File: config.mk
export PLATFORM = sky130hd
export DESIGN_NAME = tod_alarm_regs
export DESIGN_NICKNAME = d
export VERILOG_FILES = /design/src/rtl/tar_pkg.sv /design/src/rtl/wrap_step.sv /design/src/rtl/tod_counter.sv /design/src/rtl/alarm_store.sv /design/src/rtl/tod_alarm_regs.sv
export SDC_FILE = /design/constraint.sdc
export NUM_CORES = 1
export LEC_CHECK = 0
export CAP_MARGIN = 20
export CORE_MARGIN = 5
export CORE_UTILIZATION = 52
export CTS_CLUSTER_SIZE = 28
export DETAILED_ROUTE_END_ITERATION = 12
export PLACE_DENSITY = 0.76
export SLEW_MARGIN = 20
export SYNTH_ARGS = -nofsm -noshare
export SYNTH_HDL_FRONTEND = slang
export SYNTH_SLANG_ARGS = --single-unit
File: constraint.sdc
create_clock -name clk -period 6.32 [get_ports clk]
set_clock_uncertainty 0.2 [all_clocks]
set_input_delay 1.264 -clock clk [delete_from_list [all_inputs] [get_ports clk]]
set_output_delay 1.264 -clock clk [all_outputs]
set_load 0.005 [all_outputs]
File: src/rtl/tar_pkg.sv
package tar_pkg;

    // Field select codes seen on fld_sel
    typedef enum logic [1:0] {
        FLD_TMIN = 2'd0,
        FLD_THR  = 2'd1,
        FLD_AMIN = 2'd2,
        FLD_AHR  = 2'd3
    } fld_e;

    localparam int NUM_FLD = 4;

    // Resolved step request for one field
    typedef struct packed {
        logic up;
        logic dn;
    } step_t;

endpackage

File: src/rtl/wrap_step.sv
// Modulo up/down stepper: combinational next value for one field
module wrap_step #(
    parameter int MODULUS = 60,
    parameter int W       = $clog2(MODULUS)
) (
    input  logic [W-1:0] val,
    input  logic         up,
    input  logic         dn,
    output logic [W-1:0] nxt
);

    localparam logic [W-1:0] TOP = W'(MODULUS - 1);

    always_comb begin
        nxt = val;
        if (up && !dn) begin
            nxt = (val == TOP) ? '0 : val + W'(1);
        end else if (dn && !up) begin
            nxt = (val == '0) ? TOP : val - W'(1);
        end
    end

endmodule

File: src/rtl/tod_counter.sv
// Running time of day: seconds -> minutes -> hours, with manual edits
module tod_counter
    import tar_pkg::*;
#(
    parameter int SEC_MOD = 60,
    parameter int MIN_MOD = 60,
    parameter int HR_MOD  = 24
) (
    input  logic                       clk,
    input  logic                       rst_n,
    input  logic                       tick,
    input  logic                       run,
    input  step_t                      min_adj,
    input  step_t                      hr_adj,
    output logic [$clog2(SEC_MOD)-1:0] sec_o,
    output logic [$clog2(MIN_MOD)-1:0] min_o,
    output logic [$clog2(HR_MOD)-1:0]  hr_o
);

    localparam int SW = $clog2(SEC_MOD);
    localparam int MW = $clog2(MIN_MOD);
    localparam int HW = $clog2(HR_MOD);

    typedef struct packed {
        logic [HW-1:0] hr;
        logic [MW-1:0] min;
        logic [SW-1:0] sec;
    } tod_t;

    tod_t st_q, st_d;

    logic          min_edit, any_edit, adv, sec_carry, min_carry;
    logic [SW-1:0] sec_nx;
    logic [MW-1:0] min_nx;
    logic [HW-1:0] hr_nx;

    assign min_edit  = min_adj.up | min_adj.dn;
    assign any_edit  = min_edit | hr_adj.up | hr_adj.dn;
    // a tick that coincides with a time edit is dropped
    assign adv       = tick & run & ~any_edit;
    assign sec_carry = adv && (st_q.sec == SW'(SEC_MOD - 1));
    assign min_carry = sec_carry && (st_q.min == MW'(MIN_MOD - 1));

    wrap_step #(.MODULUS(SEC_MOD), .W(SW)) u_sec (
        .val (st_q.sec),
        .up  (adv),
        .dn  (1'b0),
        .nxt (sec_nx)
    );

    wrap_step #(.MODULUS(MIN_MOD), .W(MW)) u_min (
        .val (st_q.min),
        .up  (sec_carry | min_adj.up),
        .dn  (min_adj.dn),
        .nxt (min_nx)
    );

    wrap_step #(.MODULUS(HR_MOD), .W(HW)) u_hr (
        .val (st_q.hr),
        .up  (min_carry | hr_adj.up),
        .dn  (hr_adj.dn),
        .nxt (hr_nx)
    );

    always_comb begin
        st_d     = st_q;
        st_d.sec = min_edit ? '0 : sec_nx;
        st_d.min = min_nx;
        st_d.hr  = hr_nx;
    end

    always_ff @(posedge clk) begin
        if (!rst_n) begin
            st_q <= '0;
        end else begin
            st_q <= st_d;
        end
    end

    assign sec_o = st_q.sec;
    assign min_o = st_q.min;
    assign hr_o  = st_q.hr;

endmodule

File: src/rtl/alarm_store.sv
// Alarm setting: minutes and hours, edited independently
module alarm_store
    import tar_pkg::*;
#(
    parameter int MIN_MOD = 60,
    parameter int HR_MOD  = 24
) (
    input  logic                       clk,
    input  logic                       rst_n,
    input  step_t                      min_adj,
    input  step_t                      hr_adj,
    output logic [$clog2(MIN_MOD)-1:0] min_o,
    output logic [$clog2(HR_MOD)-1:0]  hr_o
);

    localparam int MW = $clog2(MIN_MOD);
    localparam int HW = $clog2(HR_MOD);

    typedef struct packed {
        logic [HW-1:0] hr;
        logic [MW-1:0] min;
    } alm_t;

    alm_t          st_q, st_d;
    logic [MW-1:0] min_nx;
    logic [HW-1:0] hr_nx;

    wrap_step #(.MODULUS(MIN_MOD), .W(MW)) u_min (
        .val (st_q.min),
        .up  (min_adj.up),
        .dn  (min_adj.dn),
        .nxt (min_nx)
    );

    wrap_step #(.MODULUS(HR_MOD), .W(HW)) u_hr (
        .val (st_q.hr),
        .up  (hr_adj.up),
        .dn  (hr_adj.dn),
        .nxt (hr_nx)
    );

    always_comb begin
        st_d     = st_q;
        st_d.min = min_nx;
        st_d.hr  = hr_nx;
    end

    always_ff @(posedge clk) begin
        if (!rst_n) begin
            st_q <= '0;
        end else begin
            st_q <= st_d;
        end
    end

    assign min_o = st_q.min;
    assign hr_o  = st_q.hr;

endmodule

File: src/rtl/tod_alarm_regs.sv
// Top: field decode, time-of-day counter, alarm store, match flag
module tod_alarm_regs
    import tar_pkg::*;
#(
    parameter int SEC_MOD = 60,
    parameter int MIN_MOD = 60,
    parameter int HR_MOD  = 24
) (
    input  logic                       clk,
    input  logic                       rst_n,
    input  logic                       tick_1hz,
    input  logic                       run_mode,
    input  logic [1:0]                 fld_sel,
    input  logic                       inc_stb,
    input  logic                       dec_stb,
    output logic [$clog2(HR_MOD)-1:0]  cur_hr,
    output logic [$clog2(MIN_MOD)-1:0] cur_min,
    output logic [$clog2(HR_MOD)-1:0]  alm_hr,
    output logic [$clog2(MIN_MOD)-1:0] alm_min,
    output logic                       alm_match
);

    localparam int SW = $clog2(SEC_MOD);

    logic [NUM_FLD-1:0] up_v, dn_v;
    step_t              tmin_adj, thr_adj, amin_adj, ahr_adj;
    logic [SW-1:0]      tod_sec;

    // one step per field; both strobes together cancel
    for (genvar f = 0; f < NUM_FLD; f++) begin : g_dec
        assign up_v[f] = inc_stb & ~dec_stb & (fld_sel == 2'(f));
        assign dn_v[f] = dec_stb & ~inc_stb & (fld_sel == 2'(f));
    end

    assign tmin_adj = {up_v[FLD_TMIN], dn_v[FLD_TMIN]};
    assign thr_adj  = {up_v[FLD_THR],  dn_v[FLD_THR]};
    assign amin_adj = {up_v[FLD_AMIN], dn_v[FLD_AMIN]};
    assign ahr_adj  = {up_v[FLD_AHR],  dn_v[FLD_AHR]};

    tod_counter #(
        .SEC_MOD (SEC_MOD),
        .MIN_MOD (MIN_MOD),
        .HR_MOD  (HR_MOD)
    ) u_tod (
        .clk     (clk),
        .rst_n   (rst_n),
        .tick    (tick_1hz),
        .run     (run_mode),
        .min_adj (tmin_adj),
        .hr_adj  (thr_adj),
        .sec_o   (tod_sec),
        .min_o   (cur_min),
        .hr_o    (cur_hr)
    );

    alarm_store #(
        .MIN_MOD (MIN_MOD),
        .HR_MOD  (HR_MOD)
    ) u_alm (
        .clk     (clk),
        .rst_n   (rst_n),
        .min_adj (amin_adj),
        .hr_adj  (ahr_adj),
        .min_o   (alm_min),
        .hr_o    (alm_hr)
    );

    assign alm_match = (cur_hr == alm_hr) && (cur_min == alm_min);

endmodule

# After elaboration in Yosys (flattened, before gate mapping)
# Index checks and enable logic that the tools add are counted.
dict set report word_totals {
  reg_bits 28
  in_bits 8
  output_inout_bits 23
  wordCells 91
}
dict set report classes {
  addsub 9
  eq_ne 10
  muxes 17
  bitwise 21
  reduce_logical 29
}
# op count
set op_table {}
lappend op_table {{$mux W6} 9}
lappend op_table {{$mux W5} 8}
lappend op_table {{$add A6 B1 Y6 const B} 3}
lappend op_table {{$eq A6 B6 Y1 const B} 3}
lappend op_table {{$and A1 B1 Y1} 12}
lappend op_table {{$logic_not A6 Y1} 2}
lappend op_table {{$sub A6 B1 Y6 const B} 2}
lappend op_table {{$logic_and A1 B1 Y1} 11}
lappend op_table {{$add A5 B1 Y5 const B} 2}
lappend op_table {{$eq A5 B5 Y1 const B} 2}
lappend op_table {{$logic_not A5 Y1} 2}
lappend op_table {{$sub A5 B1 Y5 const B} 2}
lappend op_table {{$logic_not A1 Y1} 8}
lappend op_table {{$reduce_bool A2 Y1} 4}
lappend op_table {{$eq A6 B6 Y1} 1}
lappend op_table {{$eq A5 B5 Y1} 1}
lappend op_table {{$or A1 B1 Y1} 5}
lappend op_table {{$eq A2 B2 Y1 const B} 2}
lappend op_table {{$not A1 Y1} 4}
lappend op_table {{$eq A2 B1 Y1 const B} 1}
lappend op_table {{$logic_not A2 Y1} 1}
lappend op_table {{$reduce_or A2 Y1} 1}

# Logic depth before layout (Yosys ltp)
# Gate-level depths: netlist of the first run.
dict set report depth {
  ltp_word 15
  mapped_depth 10
  mapped_depth_nobuf 8
}

# Hierarchy
# From an unflattened synthesis of the first run, not the netlist that was laid out.
dict set report hier_totals {
  cells_unflattened 349
  hier_area_um2 2760.1
}
# module n_inst cells_each area_per_inst_um2 seq_area_each_um2
set by_module_without_submodules {}
lappend by_module_without_submodules {{wrap_step (u_tod.u_min ...)} 2 58 421.7 0.0}
lappend by_module_without_submodules {tod_counter 1 46 528.0 340.3}
lappend by_module_without_submodules {{wrap_step (u_alm.u_hr ...)} 2 36 235.2 0.0}
lappend by_module_without_submodules {{wrap_step (u_alm.u_min)} 1 64 432.9 0.0}
lappend by_module_without_submodules {alarm_store 1 23 300.3 220.2}
lappend by_module_without_submodules {tod_alarm_regs 1 28 185.2 0.0}

# Worst setup path before layout of the first run
# OpenSTA, ideal clock, no wires.
dict set report synth_path {
  path_type {input to register}
  startpoint {input dec_stb}
  endpoint {register u_tod.st_q (netlist bit u_tod.hr_o[3])}
  arrival_ns 2.949
  t_required_ns 6.003
  setup_slack_ns 3.055
  cell_stages 9
  path_cell_list {xnor2_1 > o2111ai_1 > o22ai_1 > ha_1 > clkbuf_1 > or4_1 > a21o_1 > a22oi_1 > nor2_1}
}
dict set report synth_between {
  elab_chain_cells 14
  elab_cells_between_ends 21
  classes_between {mux: 1; bitwise: 13; reduce/logical: 7}
}
# item line_no
set synth_rtl {}
lappend synth_rtl {{from (decl)} tod_alarm_regs.sv:15} ;# input logic dec_stb,
lappend synth_rtl {{$not A1 Y1} tod_alarm_regs.sv:31} ;# assign up_v[f] = inc_stb & ~dec_stb & (fld_sel == 2'(f));
lappend synth_rtl {{$and A1 B1 Y1 (2 in series)} tod_alarm_regs.sv:31}
lappend synth_rtl {{$or A1 B1 Y1} tod_counter.sv:37} ;# assign min_edit = min_adj.up | min_adj.dn;
lappend synth_rtl {{$or A1 B1 Y1 (2 in series)} tod_counter.sv:38} ;# assign any_edit = min_edit | hr_adj.up | hr_adj.dn;
lappend synth_rtl {{$not A1 Y1} tod_counter.sv:40} ;# assign adv = tick & run & ~any_edit;
lappend synth_rtl {{$and A1 B1 Y1} tod_counter.sv:40}
lappend synth_rtl {{$logic_and A1 B1 Y1} tod_counter.sv:41} ;# assign sec_carry = adv && (st_q.sec == SW'(SEC_MOD - 1));
lappend synth_rtl {{$logic_and A1 B1 Y1} tod_counter.sv:42} ;# assign min_carry = sec_carry && (st_q.min == MW'(MIN_MOD - 1));
lappend synth_rtl {{$or A1 B1 Y1} tod_counter.sv:60} ;# .up (min_carry | hr_adj.up),
lappend synth_rtl {{$logic_not A1 Y1} wrap_step.sv:18} ;# end else if (dn && !up) begin
lappend synth_rtl {{$logic_and A1 B1 Y1} wrap_step.sv:18}
lappend synth_rtl {{$reduce_bool A2 Y1 (no source line)} --}
lappend synth_rtl {{to (signal assigned)} tod_counter.sv:76} ;# st_q <= st_d;
lappend synth_rtl {{to (decl)} tod_counter.sv:30} ;# tod_t st_q, st_d;
# Several ways; a longest one is shown, not always the timed one.
# A chain may end at the register's enable or synchronous reset.

# Worst setup path after layout of the first run
dict set report layout_path {
  startpoint {input inc_stb}
  endpoint {register u_tod.st_q (netlist bit u_tod.min_o[3])}
}
dict set report layout_between {
  elab_chain_cells 13
  elab_cells_between_ends 20
  classes_between {mux: 1; bitwise: 13; reduce/logical: 6}
}
# item line_no
set layout_rtl {}
lappend layout_rtl {{from (decl)} tod_alarm_regs.sv:14} ;# input logic inc_stb,
lappend layout_rtl {{$not A1 Y1} tod_alarm_regs.sv:32} ;# assign dn_v[f] = dec_stb & ~inc_stb & (fld_sel == 2'(f));
lappend layout_rtl {{$and A1 B1 Y1 (2 in series)} tod_alarm_regs.sv:32}
lappend layout_rtl {{$or A1 B1 Y1} tod_counter.sv:37}
lappend layout_rtl {{$or A1 B1 Y1 (2 in series)} tod_counter.sv:38}
lappend layout_rtl {{$not A1 Y1} tod_counter.sv:40}
lappend layout_rtl {{$and A1 B1 Y1} tod_counter.sv:40}
lappend layout_rtl {{$logic_and A1 B1 Y1} tod_counter.sv:41}
lappend layout_rtl {{$or A1 B1 Y1} tod_counter.sv:53} ;# .up (sec_carry | min_adj.up),
lappend layout_rtl {{$logic_not A1 Y1} wrap_step.sv:18}
lappend layout_rtl {{$logic_and A1 B1 Y1} wrap_step.sv:18}
lappend layout_rtl {{$reduce_bool A2 Y1 (no source line)} --}
# Several ways; a longest one is shown, not always the timed one.

==> reports/metrics.cfg, run 1 <==
[route]
remaining_drc_errors=0
routed-via-count=2176
drtAntennaViolNets=0
totalWireLength_um=5270
route.detailed.wl_per_inst_um=14.8
count_of_tritonroute_iterations_in_the_first_routing_pass=4
detail_route.vias_per_cell=6.13
detailedRoute.firstIterationViolations=155

[sta]
setup_total_negative_slack_ns=0
final_min_period_over_clock_period=0.595
report.final.slew_viol_count=0
timing.final.crit_period_ns=3.76
headroom_to_the_max_slew_limit=0.626
final-hold-violation-count=0
timing.final.setup_violations=0
grt_setup_unrepaired=no
max_slew.worst_pin.slew_ns=0.560
hold_slack_ns=0.330
setup_slack_ns=2.56
fmax_mhz=266

[setup_path]
cp.depth=9
rr_worst_depth=8
path_delay_family=compound AO/OA/AOI/OAI gates
critPathCaptureType=flop
endpoint=u_tod.min_o[3]
cp-startpoint=inc_stb
worstPathBufferInverterCount=2
crit_fanout=15
nature_of_the_critical_path_startpoint=primary input
cpMaxStageDelayCell=sky130_fd_sc_hd__ha_1
reg2reg_slack_ns=3.64
critical_path_required_time_ns=6.28
r2r-end=u_tod.hr_o[3]
timing.setup.critical_path_class=in -> reg
crit_arrival_ns=3.72
sequence_of_cells_on_the_critical_path=clkdlybuf4s50_1, xnor2_1, o2111ai_1, o31ai_1, ha_1, inv_1, and4b_1, a211oi_1, o221ai_1
critical_path.max_stage_delay_ns=0.51
startpoint_of_the_worst_register_to_register_path=u_tod.min_o[2]

[die]
chipHeight_um=76.7
io_count=31
std_cell_rows=24
dieWidth_um=76.7
design.core.area_um2=4320
die_ar_um2=5880
initial_core_util=0.534

[cts]
cts_setup_buffers=0
worstSkewPairLatency_ns=0.28
ctsHtreeMaxLevel=1
cts_num_sinks=28
cts_repair_resize_count=0
register_clock_pin_slew_on_the_reported_worst_setup_and_hold_paths_ns=0.10
cts-hold-fix-buffers=0
cts_tree=done
clockBufferDepth=2
cts_root_buf=sky130_fd_sc_hd__clkbuf_8
cts_made_buffers=3

[synth]
synth_enable_flop_cells=0
post-synth-top-area-cell=sky130_fd_sc_hd__dfxtp_1
yosys.cell_count.top_type=sky130_fd_sc_hd__dfxtp_1
synth_ff_type=sky130_fd_sc_hd__dfxtp_1
synth.net_count=315
synthCells=292
yosys_warnings=0
synth_seq_area_share=0.243
async_reset_ff_frac=0
synth.top_cells.by_count=sky130_fd_sc_hd__dfxtp_1, sky130_fd_sc_hd__inv_1, sky130_fd_sc_hd__nor2_1
syn-mean-instance-area_um2=7.91
synth.top_cells.by_area=sky130_fd_sc_hd__dfxtp_1, sky130_fd_sc_hd__ha_1, sky130_fd_sc_hd__xnor2_1, sky130_fd_sc_hd__inv_1, sky130_fd_sc_hd__nor2_1
synth.lib_cells_used.distinct=59
syn_area_um2=2310
postSynthRegisterBits=28
share_of_the_synthesized_area_in_the_top_cell_type=0.243

[global_routing]
grt_start_max_net_pins=18
first_pass_grt_wire_length_um=9290
global_route.overflow_total=0
first_global_vias=2003
grt.total_usage=0.180
number_of_antenna_violations_at_the_first_check_in_global_routing=0

[power_and_ir_drop]
power_per_cell_area_nw_per_um2=187
ir_worst_vdd_uv=117
leakage_uw=0.000951

[final_layout]
layout_cells_sized_above_1=0.0330
num-nets-final=327
antenna-diode-count=0
syn2layout_area_growth_pct=12.6
finalNonFillerCells=355

[placement]
placement.io_buffers=30
post-dp-hpwl_um=3770
place_worst_setup_slack_ns=2.31
gp_congestion=0.859
place.detailed.instances=351

[flow_run]
cap_viol_max_count=0

[status]
status=complete, no violations

[hold_path]
hold_class=reg -> reg

## layer usage
layer / track usage / part of all wire / vias up
li1: - / - / 1097
met5: 0 / 0 / -
met1: 0.259 / 0.49 / 1009
met4: 0.0647 / 0.017 / 0
met3: 0.0164 / 0.042 / 8
met2: 0.278 / 0.45 / 62
## report_power, final
group	internal, uW	switching, uW
combinational	82.6	71.4
sequential	188	31.4
clock	55.9	58.6
## final cells by class
class / instances / area [um^2]
inverters: 20 / 75.1
fillers: 387 / 1720
repair buffers: 30 / 300
multi-input cells: 221 / 1550
flip-flops and latches: 28 / 561
clock buffers: 4 / 55.1
well taps: 52 / 65.1
## worst register-to-register path, delay by kind of cell (launching register included)
kind	cells	cell delay, ns
AO/OA/AOI/OAI	3	0.49
adder cells (fa/ha/maj)	1	0.30
flip-flops	1	0.63
AND/OR/NAND/NOR	4	0.93
## state kept, by name (all words and copies together), names as in the netlist
name,count
u_tod.sec_o,6
u_tod.min_o,6
u_alm.min_o,6
u_alm.hr_o,5
u_tod.hr_o,5
## how the worst min path moves through the flow
stage / to / from / slack [ns] / cells after the start
6_report: u_tod.sec_o[5] / u_tod.sec_o[5] / 0.33 / 2
5_1_grt: u_tod.sec_o[1] / u_tod.sec_o[1] / 0.38 / 2
2_1_floorplan: u_tod.sec_o[5] / u_tod.sec_o[5] / 0.27 / 2
4_1_cts: u_tod.sec_o[5] / u_tod.sec_o[5] / 0.33 / 2
3_3_place_gp: u_tod.sec_o[5] / u_tod.sec_o[5] / 0.29 / 2
3_5_place_dp: u_tod.sec_o[5] / u_tod.sec_o[5] / 0.30 / 2
## through the flow
step	cell area [um^2]	util	total power, uW
after floorplan	2310	-	327
after global placement	2550	0.589	374
after detailed placement	2550	0.589	376
after CTS	2600	0.602	490
after global routing	2600	0.602	517
final	2600	0.602	488
## cell families after synthesis
| kind of cell | synth area share |
|---|---|
| buf+inv | 0.0883 |
| compound gates | 0.230 |
| simple gates | 0.262 |
| fa+ha+maj | 0.0812 |
| mux | 0.0130 |
| xor+xnor | 0.0834 |
| flops | 0.243 |
## cells in the final DEF, fill, tap and decap left out, drive strengths merged, types with 8 or more instances in the layout
master,netlist,final
a31oi,9,9
o21ai,20,20
ha,15,15
nor2,20,20
nand3,8,8
clkdlybuf4s50,0,30
inv,20,20
a21oi,12,12
xnor2,15,15
nand2,19,19
dfxtp,28,28
Power figures use the tool's default switching activity.
==> inputs of run 2 (changes only) <==
==> constraint.sdc (replaced) <==
create_clock -name clk -period 3.6 [get_ports clk]
set_clock_uncertainty 0.2 [all_clocks]
set_input_delay 0.72 -clock clk [delete_from_list [all_inputs] [get_ports clk]]
set_output_delay 0.72 -clock clk [all_outputs]
set_load 0.005 [all_outputs]
==> run 2 against run 1 <==
Against the previous run:
- utilization increased by 0.87 points
- final cell count increased by 1.4%
- final area increased by 1.4%
- non-clock buffer count increased by 5
- critical path depth unchanged
- first-iteration DRC count increased by 31%
- critical path type unchanged
- largest power group unchanged
- highest routed layer unchanged
==> reports/metrics.cfg, run 2 (same netlist as run 1, synthesis figures left out) <==
[cts]
clockBufferDepth=2
cts_made_buffers=3
cts_root_buf=sky130_fd_sc_hd__clkbuf_8
cts-hold-fix-buffers=0
cts_repair_resize_count=0
worstSkewPairLatency_ns=0.28
ctsHtreeMaxLevel=1
register_clock_pin_slew_on_the_reported_worst_setup_and_hold_paths_ns=0.10
cts_setup_buffers=0
cts_tree=done
cts_num_sinks=28

[route]
drtAntennaViolNets=0
detailedRoute.firstIterationViolations=203
remaining_drc_errors=0
count_of_tritonroute_iterations_in_the_first_routing_pass=4
route.detailed.wl_per_inst_um=14.9
detail_route.vias_per_cell=6.01
routed-via-count=2162
totalWireLength_um=5380

[placement]
post_dp_cell_area_um2=2580
place.detailed.instances=356
placement.io_buffers=30
gp_congestion=0.922
post-dp-hpwl_um=3870

[setup_path]
r2r-end=u_tod.hr_o[3]
crit_fanout=8
rr_worst_depth=8
critical_path.max_stage_delay_ns=0.51
crit_arrival_ns=2.93
startpoint_of_the_worst_register_to_register_path=u_tod.min_o[2]
nature_of_the_critical_path_startpoint=primary input
reg2reg_slack_ns=0.93
critical_path_required_time_ns=3.56
cpMaxStageDelayCell=sky130_fd_sc_hd__clkdlybuf4s50_1
critPathCaptureType=flop
timing.setup.critical_path_class=in -> reg
sequence_of_cells_on_the_critical_path=clkdlybuf4s50_1, xnor2_1, o2111ai_1, o22ai_1, ha_1, or4_1, a21o_1, a22oi_1, nor2_1

[die]
chipHeight_um=76.7
die_ar_um2=5880
design.core.area_um2=4320
std_cell_rows=24
io_count=31
initial_core_util=0.534
dieWidth_um=76.7

[sta]
headroom_to_the_max_slew_limit=0.597
final_min_period_over_clock_period=0.825
timing.final.crit_period_ns=2.97
report.final.slew_viol_count=0
grt_setup_unrepaired=no
max_slew.worst_pin.slew_ns=0.603
hold_slack_ns=0.323
timing.final.setup_violations=0
setup_total_negative_slack_ns=0
fmax_mhz=337
final-hold-violation-count=0

[global_routing]
grt.total_usage=0.181
number_of_antenna_violations_at_the_first_check_in_global_routing=0
grt_start_max_net_pins=18
global_route.overflow_total=0
first_pass_grt_wire_length_um=9200
first_global_vias=1946

[final_layout]
syn2layout_area_growth_pct=14.2
post-route-cell-area_um2=2640
layout_cells_sized_above_1=0.0487
num-nets-final=332
multiInputGateArea_um2=1550
most_frequent_cells_in_the_layout=sky130_fd_sc_hd__clkdlybuf4s50_1, sky130_fd_sc_hd__dfxtp_1, sky130_fd_sc_hd__inv_1, sky130_fd_sc_hd__nor2_1, sky130_fd_sc_hd__nand2_1
finalNonFillerCells=360
final.fill_count=391
antenna-diode-count=0
sequential_cell_area_um2=561
layout.cells.most_common=sky130_fd_sc_hd__clkdlybuf4s50_1

[power_and_ir_drop]
ir_worst_vdd_uv=246
leakage_uw=0.000975
report.power.total_uw=861
power_per_cell_area_nw_per_um2=326

[status]
status=complete, no violations

[hold_path]
hold_depth=2
min_to=u_tod.sec_o[5]
worst_hold_start=u_tod.sec_o[5]
hold_class=reg -> reg

[flow_run]
cap_viol_max_count=0

run 2: where the power goes:
part           internal [uW]  leakage [uW]  switching, uW
Clock                   98.2     0.0000288            106
Combinational            148      0.000719            124
Sequential               330      0.000228           54.9
run 2: per-stage QoR:
stage                     setup WS, ns   util
after global placement           0.400  0.598
after detailed placement         0.339  0.598
after CTS                        0.648  0.611
after global routing             0.485  0.611
after floorplan                  0.879      -
final                            0.629  0.611
run 2: metal layers:
metal	wire length, um	share of wire	vias up	GRT usage
met5	0	0	-	0
met4	32	0.0060	0	0.0280
met3	214	0.040	4	0.0304
met2	2490	0.46	52	0.297
met1	2640	0.49	1009	0.252
li1	-	-	1097	-
run 2: how the worst max path moves through the flow:
stage          startpoint            end  slack, ns  cells after the start
2_1_floorplan     dec_stb  u_tod.hr_o[3]       0.88                      9
3_3_place_gp      inc_stb  u_tod.hr_o[3]       0.40                      9
3_5_place_dp      inc_stb  u_tod.hr_o[3]       0.34                      9
4_1_cts           inc_stb  u_tod.hr_o[3]       0.65                      9
5_1_grt           inc_stb  u_tod.hr_o[3]       0.48                      9
6_report          inc_stb  u_tod.hr_o[3]       0.63                      9
run 2: critical path: cells and delay by family:
family	cells	cell delay [ns]
compound gates	4	0.78
buf+inv	1	0.51
simple gates	2	0.51
fa+ha+maj	1	0.30
xor+xnor	1	0.11
run 2: layout make-up:
type	count	area share
flip-flops and latches	28	0.212
inverters	20	0.0284
multi-input cells	221	0.586
repair buffers	35	0.128
clock buffers	4	0.0209
well taps	52	0.0246
==> inputs of run 3 (changes only) <==
--- a/config.mk
+++ b/config.mk
@@ -7,10 +7,10 @@
 export LEC_CHECK = 0
 export CAP_MARGIN = 20
 export CORE_MARGIN = 5
-export CORE_UTILIZATION = 52
+export CORE_UTILIZATION = 50
 export CTS_CLUSTER_SIZE = 28
 export DETAILED_ROUTE_END_ITERATION = 12
-export PLACE_DENSITY = 0.76
+export PLACE_DENSITY = 0.77
 export SLEW_MARGIN = 20
 export SYNTH_ARGS = -nofsm -noshare
 export SYNTH_HDL_FRONTEND = slang
==> constraint.sdc (replaced) <==
create_clock -name clk -period 2.7 [get_ports clk]
set_clock_uncertainty 0.2 [all_clocks]
set_input_delay 0.54 -clock clk [delete_from_list [all_inputs] [get_ports clk]]
set_output_delay 0.54 -clock clk [all_outputs]
set_load 0.005 [all_outputs]
==> run 3 against run 2 <==
Against the previous run:
- power increased by 48%
- sequential share of layout area decreased by 2.2 points
- first-iteration DRC count decreased by 40%
- sequential cell count unchanged
- clock power increased by 68%
- routed wire length increased by 11%
- register-to-register slack got worse by 0.62 ns
- clock-buffer cell count decreased by 1
- global-route usage increased by 1.2 points
- via count increased by 8.8%
- largest cell class unchanged
==> reports/metrics.cfg, run 3 (same netlist as run 1, synthesis figures left out) <==
[status]
status=complete, no violations

[cts]
cts_made_buffers=3
worstSkewPairLatency_ns=0.28
ctsHtreeMaxLevel=1
register_clock_pin_slew_on_the_reported_worst_setup_and_hold_paths_ns=0.10
cts_root_buf=sky130_fd_sc_hd__clkbuf_8
cts-hold-fix-buffers=0
cts_num_sinks=28
cts_tree=done
clockBufferDepth=2

[sta]
hold_slack_ns=0.320
setup_slack_ns=0.106
report.final.slew_viol_count=0
setup_total_negative_slack_ns=0
final-hold-violation-count=0
timing.final.crit_period_ns=2.59
final_min_period_over_clock_period=0.961
fmax_mhz=386
timing.final.setup_violations=0
headroom_to_the_max_slew_limit=0.575
max_slew.worst_pin.slew_ns=0.637

[power_and_ir_drop]
power_per_cell_area_nw_per_um2=431
leakage_uw=0.00117
report.power.total_uw=1270
ir_worst_vdd_uv=329

[global_routing]
grt_start_max_net_pins=18
global_route.overflow_total=0
first_pass_grt_wire_length_um=10000
number_of_antenna_violations_at_the_first_check_in_global_routing=0
first_global_vias=2290
grt.total_usage=0.193

[hold_path]
hold_class=reg -> reg
hold_depth=2
worst_hold_start=u_tod.sec_o[5]
min_to=u_tod.sec_o[5]

[final_layout]
layout.cells.most_common=sky130_fd_sc_hd__buf_4
sequential_cell_area_um2=561
final.fill_count=391
most_frequent_cells_in_the_layout=sky130_fd_sc_hd__buf_4, sky130_fd_sc_hd__clkdlybuf4s50_1, sky130_fd_sc_hd__dfxtp_1
layout_cells_sized_above_1=0.163
post-route-cell-area_um2=2950
num-nets-final=368
antenna-diode-count=0
syn2layout_area_growth_pct=27.7
multiInputGateArea_um2=1570

[route]
remaining_drc_errors=0
route.detailed.wl_per_inst_um=15.1
dr.max_layer_used=met4
detail_route.vias_per_cell=5.94
totalWireLength_um=5970
detailroute.wirelength.met2_um=2870
met3WireLength_um=290
count_of_tritonroute_iterations_in_the_first_routing_pass=4
routed-via-count=2352
met1_length_um=2770
detailedRoute.firstIterationViolations=121
drtAntennaViolNets=0

[placement]
place_worst_setup_slack_ns=-0.274
post_dp_cell_area_um2=2850
gp_congestion=0.911
placement.io_buffers=30
post-dp-hpwl_um=4480

[setup_path]
critical_path.max_stage_delay_ns=0.44
timing.setup.critical_path_class=in -> reg
reg2reg_slack_ns=0.31
crit_arrival_ns=2.55
critical_path_required_time_ns=2.66
startpoint_of_the_worst_register_to_register_path=u_tod.min_o[5]
sequence_of_cells_on_the_critical_path=clkdlybuf4s50_1, xnor2_1, o2111ai_2, o22ai_1, ha_1, or4_1, a21o_1, a22oi_1, nor2_1
critPathCaptureType=flop
r2r-end=u_tod.hr_o[3]
crit_fanout=3
cpMaxStageDelayCell=sky130_fd_sc_hd__clkdlybuf4s50_1
nature_of_the_critical_path_startpoint=primary input
rr_worst_depth=9

[die]
io_count=31
chipHeight_um=78.0
dieWidth_um=78.0
die_ar_um2=6080
design.core.area_um2=4410
std_cell_rows=24
initial_core_util=0.524

[flow_run]
cap_viol_max_count=0

[run 3: layout make-up]
class	instances	area share
multi-input cells	221	0.532
repair buffers	71	0.207
flip-flops and latches	28	0.190
inverters	20	0.0254
well taps	52	0.0220
clock buffers	3	0.0140
clock inverters	1	0.0102
[run 3: metrics by stage]
step,std cells,utilization
finish,396,0.669
global route,396,0.669
CTS,395,0.661
detailed placement,391,0.645
global placement,391,0.645
floorplan,292,-
[run 3: worst max path at each step]
stage	endpoint	slack [ns]	from
2_1_floorplan	u_tod.hr_o[3]	0.16	dec_stb
3_3_place_gp	u_tod.hr_o[3]	-0.18	dec_stb
3_5_place_dp	u_tod.hr_o[3]	-0.27	dec_stb
4_1_cts	u_tod.hr_o[3]	0.05	dec_stb
5_1_grt	u_tod.hr_o[3]	-0.02	inc_stb
6_report	u_tod.hr_o[3]	0.11	inc_stb
[run 3: power by group]
group / leakage [uW] / internal, uW / switching, uW
registers: 0.000228 / 440 / 44.1
clock network: 0.0000357 / 199 / 143
logic: 0.000906 / 234 / 213
total: 0.00117 / 873 / 400
[run 3: critical path: cells and delay by family]
kind / cells / cell delay, ns
xor gates and xnor gates: 1 / 0.17
adders and majority gates: 1 / 0.21
AOI/OAI and AO/OA: 4 / 0.71
and+or+nand+nor: 2 / 0.48
buffers and inverters: 1 / 0.44
[run 3: what timing repair did]
action / CTS / global route
setup buffers: 0 / 1
endpoints found under the setup margin: 0 / 3
resized for setup: 0 / 6
[run 3: per-layer routing]
metal  global-route usage  up-vias
met1                0.249     1110
li1                     -     1181
met5                    0        -
met2                0.340       57
met4               0.0372        0
met3               0.0301        4
